### config.mk
export PLATFORM = sky130hd
export DESIGN_NAME = frm_align_mon
export DESIGN_NICKNAME = d
export VERILOG_FILES = /design/src/rtl/frm_pkg.sv /design/src/rtl/frm_win_cmp.sv /design/src/rtl/frm_pos_ctr.sv /design/src/rtl/frm_align_fsm.sv /design/src/rtl/frm_align_mon.sv
export SDC_FILE = /design/constraint.sdc
export NUM_CORES = 1
export LEC_CHECK = 0
export ABC_AREA = 0
export ABC_CLOCK_PERIOD_IN_PS = 3950
export CORE_MARGIN = 4
export CORE_UTILIZATION = 50
export CTS_BUF_LIST = sky130_fd_sc_hd__clkbuf_8 sky130_fd_sc_hd__clkbuf_16
export DETAILED_ROUTE_END_ITERATION = 16
export DONT_BUFFER_PORTS = 1
export SKIP_CTS_REPAIR_TIMING = 1
export SYNTH_ARGS = -nofsm -noshare
export SYNTH_HDL_FRONTEND = slang
export SYNTH_HIERARCHICAL = 1
export SYNTH_SLANG_ARGS = --single-unit
### constraint.sdc
create_clock -name clk -period 3.95 [get_ports clk]
set_input_delay 0.5925 -clock clk [delete_from_list [all_inputs] [get_ports clk]]
set_output_delay 0.5925 -clock clk [all_outputs]
set_load 0.02 [all_outputs]
### src/rtl/frm_pkg.sv
package frm_pkg;

    localparam logic [7:0] SYNC_A1 = 8'hF6;
    localparam logic [7:0] SYNC_A2 = 8'h28;

    localparam int unsigned HALF_WIN  = 3;
    localparam int unsigned WIN_BYTES = 2 * HALF_WIN;

    localparam int unsigned ERR_LIMIT   = 4;
    localparam int unsigned CLEAN_LIMIT = 2;
    localparam int unsigned ERR_W   = (ERR_LIMIT > 1) ? $clog2(ERR_LIMIT) : 1;
    localparam int unsigned CLEAN_W = (CLEAN_LIMIT > 1) ? $clog2(CLEAN_LIMIT) : 1;

    typedef enum logic {
        ST_HUNT = 1'b0,
        ST_LOCK = 1'b1
    } align_state_t;

    typedef struct packed {
        logic start;
        logic err;
    } frame_evt_t;

    function automatic logic [7:0] expected_byte(input int unsigned idx);
        return (idx < HALF_WIN) ? SYNC_A1 : SYNC_A2;
    endfunction

endpackage

### src/rtl/frm_win_cmp.sv
module frm_win_cmp
    import frm_pkg::*;
#(
    parameter int unsigned WIN = WIN_BYTES
) (
    input  logic       clk,
    input  logic       rst,
    input  logic [7:0] byte_in,
    input  logic       valid,
    output logic       hit
);
    logic [WIN-2:0][7:0] hist;
    logic [WIN-1:0][7:0] cand;
    logic [WIN-1:0]      eq;

    genvar g;
    generate
        for (g = 0; g < WIN; g++) begin : g_lane
            if (g == WIN - 1) begin : g_new
                assign cand[g] = byte_in;
            end else begin : g_old
                assign cand[g] = hist[g];
            end
            assign eq[g] = (cand[g] == expected_byte(g));
        end
    endgenerate

    assign hit = &eq;

    always_ff @(posedge clk) begin
        if (rst) begin
            hist <= '0;
        end else if (valid) begin
            for (int k = 0; k < WIN - 1; k++) begin
                hist[k] <= cand[k+1];
            end
        end
    end

    p_search_hold_r8: assert property (@(posedge clk) disable iff (rst)
        !valid |=> $stable(hist));

endmodule

### src/rtl/frm_pos_ctr.sv
module frm_pos_ctr #(
    parameter int unsigned FRAME_LEN = 38880
) (
    input  logic clk,
    input  logic rst,
    input  logic adv,
    input  logic load,
    output logic at_mark
);
    localparam int unsigned CW = (FRAME_LEN > 1) ? $clog2(FRAME_LEN) : 1;
    localparam logic [CW-1:0] LAST     = CW'(FRAME_LEN - 1);
    localparam logic [CW-1:0] LOAD_VAL = CW'(1 % FRAME_LEN);

    logic [CW-1:0] pos;

    assign at_mark = (pos == '0);

    always_ff @(posedge clk) begin
        if (rst) begin
            pos <= '0;
        end else if (adv) begin
            if (load) begin
                pos <= LOAD_VAL;
            end else if (pos == LAST) begin
                pos <= '0;
            end else begin
                pos <= pos + 1'b1;
            end
        end
    end

    p_pos_range_r3: assert property (@(posedge clk) disable iff (rst)
        pos <= LAST);

    p_pos_hold_r8: assert property (@(posedge clk) disable iff (rst)
        !adv |=> $stable(pos));

endmodule

### src/rtl/frm_align_fsm.sv
module frm_align_fsm
    import frm_pkg::*;
(
    input  logic clk,
    input  logic rst,
    input  logic valid,
    input  logic hit,
    input  logic at_mark,
    output logic load,
    output logic in_frame,
    output logic frm_start,
    output logic frm_err,
    output logic sef_alarm
);
    align_state_t       state;
    frame_evt_t         evt;
    logic [ERR_W-1:0]   err_cnt;
    logic [CLEAN_W-1:0] clean_cnt;
    logic               acq, chk, bad;

    assign acq  = (state == ST_HUNT) && valid && hit;
    assign chk  = (state == ST_LOCK) && valid && at_mark;
    assign bad  = chk && !hit;
    assign load = acq;

    assign in_frame  = (state == ST_LOCK);
    assign frm_start = evt.start;
    assign frm_err   = evt.err;

    always_ff @(posedge clk) begin
        if (rst) begin
            state     <= ST_HUNT;
            evt       <= '0;
            err_cnt   <= '0;
            clean_cnt <= '0;
            sef_alarm <= 1'b0;
        end else begin
            evt.start <= acq || chk;
            evt.err   <= bad;
            if (acq) begin
                state     <= ST_LOCK;
                err_cnt   <= '0;
                clean_cnt <= '0;
            end else if (chk) begin
                if (bad) begin
                    clean_cnt <= '0;
                    if (err_cnt == ERR_W'(ERR_LIMIT - 1)) begin
                        sef_alarm <= 1'b1;
                        state     <= ST_HUNT;
                        err_cnt   <= '0;
                    end else begin
                        err_cnt <= err_cnt + 1'b1;
                    end
                end else begin
                    err_cnt <= '0;
                    if (sef_alarm) begin
                        if (clean_cnt == CLEAN_W'(CLEAN_LIMIT - 1)) begin
                            sef_alarm <= 1'b0;
                            clean_cnt <= '0;
                        end else begin
                            clean_cnt <= clean_cnt + 1'b1;
                        end
                    end
                end
            end
        end
    end

    p_err_with_start_r4: assert property (@(posedge clk) disable iff (rst)
        frm_err |-> frm_start);

    p_alarm_drops_lock_r5: assert property (@(posedge clk) disable iff (rst)
        $rose(sef_alarm) |-> (!in_frame && frm_err));

    p_lock_with_start_r2: assert property (@(posedge clk) disable iff (rst)
        $rose(in_frame) |-> (frm_start && !frm_err));

    p_alarm_clear_clean_r7: assert property (@(posedge clk) disable iff (rst)
        $fell(sef_alarm) |-> (in_frame && frm_start && !frm_err));

    p_run_reset_r6: assert property (@(posedge clk) disable iff (rst)
        (frm_start && !frm_err) |-> (err_cnt == '0));

endmodule

### src/rtl/frm_align_mon.sv
module frm_align_mon
    import frm_pkg::*;
#(
    parameter int unsigned FRAME_LEN = 38880
) (
    input  logic       clk,
    input  logic       rst,
    input  logic [7:0] rx_data,
    input  logic       rx_valid,
    output logic       in_frame,
    output logic       frm_start,
    output logic       frm_err,
    output logic       sef_alarm
);
    logic win_hit;
    logic at_mark;
    logic ctr_load;

    frm_win_cmp #(.WIN(WIN_BYTES)) u_win (
        .clk     (clk),
        .rst     (rst),
        .byte_in (rx_data),
        .valid   (rx_valid),
        .hit     (win_hit)
    );

    frm_pos_ctr #(.FRAME_LEN(FRAME_LEN)) u_pos (
        .clk     (clk),
        .rst     (rst),
        .adv     (rx_valid),
        .load    (ctr_load),
        .at_mark (at_mark)
    );

    frm_align_fsm u_fsm (
        .clk       (clk),
        .rst       (rst),
        .valid     (rx_valid),
        .hit       (win_hit),
        .at_mark   (at_mark),
        .load      (ctr_load),
        .in_frame  (in_frame),
        .frm_start (frm_start),
        .frm_err   (frm_err),
        .sef_alarm (sef_alarm)
    );

endmodule

==> results by group <==
Outcome
  • Outcome: finished clean

Floorplan
  • Row cnt: 26
  • I/O pins: 15
  • Die height: ~83 um
  • Die area: 0.006867 sq mm
  • Die W: 82.87 um
  • Initial Util: 53.18%
  • Placeable Area: roughly 0.0053 sq mm

Worst setup path
  • CP peak stage delay: 470 ps
  • Critical path data arrival time: 2530 ps
  • Startpoint Class: register
  • Worst flop-to-flop path startpoint: u_win/cand[39]
  • Worst R2R Setup Slack: approximately 1600 ps
  • R2r endpoint: u_pos/pos[11]
  • Slowest-stage cell, CP: nor4b_1
  • CP required: around 4200 ps
  • CP startpoint: u_win/cand[39]
  • Worst-path fanout max: 11
  • Setup Crit Path Kind: register to register
  • Setup crit end: u_pos/pos[11]
  • Critical-path cell list: nor4b_1 -> nand2_1 -> nor4_2 -> buf_4 -> nand3b_1 -> inv_1 -> a41o_1 -> a21o_2 -> o2bb2ai_1
  • Reg2reg path depth: 9
  • CP Capture Type: register

GRT
  • Largest net degree at the start of global routing: 59
  • First-pass GRT wire length: approximately 8900 um
  • Total GRT Usage: around 16%
  • Grt ovf: 0
  • Vias in the first global route: roughly 1.9k
  • Initial antenna violation count: 0

CTS
  • Latest clock arrival within the worst-skew pair: 320 ps
  • Clock Path Buffers: 2
  • CTS tree: built
  • Clock transition at path regs: 70 ps
  • Inserted Clock Buffers: 9
  • # H-tree levels: 3
  • CTS Root Cell: clkbuf_8
  • # clock sinks: 63

Routing
  • Detailed-route via count: 2004
  • Residual DRC: 0
  • DRT Pass-1 Iters: 4
  • Routed Antenna Nets: 0
  • Wirelength per Cell: between 10 and 15 um
  • Drt initial violations: 120
  • Routed WL: roughly 5200 um
  • Vias per inst: between 5 and 6

Synthesis
  • Synth top area share: around 45%
  • Distinct cell type count after synthesis: 50
  • Cell taking the most area after synthesis: dfxtp_1
  • Asr flop ratio synth: 0%
  • Synth warn: 6
  • Mapped cell area: 0.002803 sq mm
  • Top FF cell, synth: dfxtp_1
  • Yosys reg bits: 63
  • Syn_area_per_cell: 9.631 sq um
  • Cells after Synth: 291
  • Register area share after synthesis: ~45%
  • Number of flops mapped to enable cells by yosys: 0
  • Synth area leaders: dfxtp_1, mux2i_1, nor2_1, nand3_1, nand2_1
  • Syn nets: 305

Min path
  • Hold Path Class: primary input to register

STA
  • Slew Limit Headroom: 68.53%
  • Skew final: approximately 6 ps
  • Final worst slack: 1632 ps
  • Max Slew Vio Count: 0
  • Fin crit period: 2318 ps
  • Fmax: 0.4313 GHz
  • Final Cycle Share: between 50% and 60%
  • Post-Route Setup TNS: 0 ps
  • Final setup violation count: 0
  • RSZ-0062 raised after global routing: false
  • Slew @ Worst Pin: 465.5 ps
  • Hold Slack: 335.0 ps
  • Hold Fails Final Rpt: 0

Cells and area
  • Area grow syn2layout: 5.893%
  • Highest-count cells in the layout ignoring fill and taps: dfxtp_1, nor2_1, mux2i_1
  • ANT cells: 0
  • Final instance area: 0.002968 sq mm
  • Nets: between 300 and 400
  • Layout cell share with drive strength beyond 1: 9.622%
  • Fillcell total: 494
  • Most common cell after layout, fill and taps aside: dfxtp_1

Power
  • Total power: roughly 1.2 mW
  • VDD IR max: 0.2517 mV
  • Leak: 1.176 nW
  • Power density cells: approximately 410 mW/mm^2

Placement
  • Detailed placer's ending HPWL: around 3400 um
  • Port bufs: 0
  • Placed cell area: 0.002789 sq mm
  • Placer Congestion: 0.8152
  • Pre-CTS setup slack: 1351 ps

Job
  • Max-cap violations: 0
layout make-up:
| type | count | area (sq um) | area share, % |
|---|---|---|---|
| clock buffer | 10 | 137.6 | 4.637 |
| clock inverter | 4 | 41.29 | 1.391 |
| tap | 70 | 87.58 | 2.951 |
| inverter | 7 | 26.28 | 0.8853 |
| timing repair buffer | 1 | 7.507 | 0.2530 |
| sequential | 63 | 1261 | 42.50 |
| multi-input combinational | 206 | 1406 | 47.39 |
routing by layer:
layer	track usage [%]	share of wire, %
met5	0	0
met4	5.795	0.98
met3	5.644	3.1
met2	25.66	49
met1	19.24	47
report_power, final:
part	switching (mW)	internal, mW	total, mW
logic	0.0189	0.0257	0.0446
registers	0.0148	0.649	0.664
clock network	0.219	0.295	0.514
total	0.253	0.970	1.22
worst min path at each step:
stage,slack (ps),endpoint,start,depth (start not counted)
after floorplan,440,u_fsm/err_cnt[1],u_fsm/err_cnt[1],2
after global placement,450,u_fsm/err_cnt[1],u_fsm/err_cnt[1],2
after detailed placement,460,u_fsm/err_cnt[1],u_fsm/err_cnt[1],2
after CTS,310,u_fsm/in_frame,rst,1
after global routing,300,u_fsm/frm_start,rst,1
final,330,u_fsm/frm_start,rst,1
synth_stat cells (all sizes together), types with 2 or more instances:
library cell / n
o21ai: 6
and4b: 2
a21oi: 10
nor3: 3
and4: 4
nor2: 56
nand3: 14
or4: 3
mux2i: 40
nand4: 7
nor4bb: 4
and3: 3
nor4: 6
nand3b: 2
o31ai: 2
nor4b: 5
ha: 3
nand2: 13
dfxtp: 63
xor2: 4
buf: 8
xnor2: 4
inv: 7
nor2b: 2
clkbuf: 7
sequential cells by signal, summed over array words and instances, names as in the netlist:
signal           count
u_fsm/err_cnt        2
u_fsm/frm_err        1
u_win/cand          40
u_fsm/sef_alarm      1
u_pos/pos           16
u_fsm/clean_cnt      1
u_fsm/in_frame       1
u_fsm/frm_start      1
per-stage QoR:
step	cells	util (%)
2_1_floorplan	291	-
3_3_place_gp	347	52.92
3_5_place_dp	347	52.92
4_1_cts	361	56.32
5_1_grt	361	56.32
6_report	361	56.32
logic make-up (layout without fill, tap and decap cells):
kind of cell	after synthesis	count (layout)	synth area share, %
XOR/XNOR	8	8	2.500
flip-flops	63	63	45.00
buffers and inverters	22	22	4.821
AO/OA/AOI/OAI	26	26	6.250
multiplexers	40	40	14.29
adder cells (fa/ha/maj)	3	3	1.339
AND/OR/NAND/NOR	129	129	25.80
critical path, delay by kind of cell (launching register included):
| kind | cells | cell delay, ps |
|---|---|---|
| flops | 1 | 330 |
| buf+inv | 2 | 360 |
| simple gates | 4 | 970 |
| compound gates | 3 | 540 |
Power figures use the tool's default switching activity.
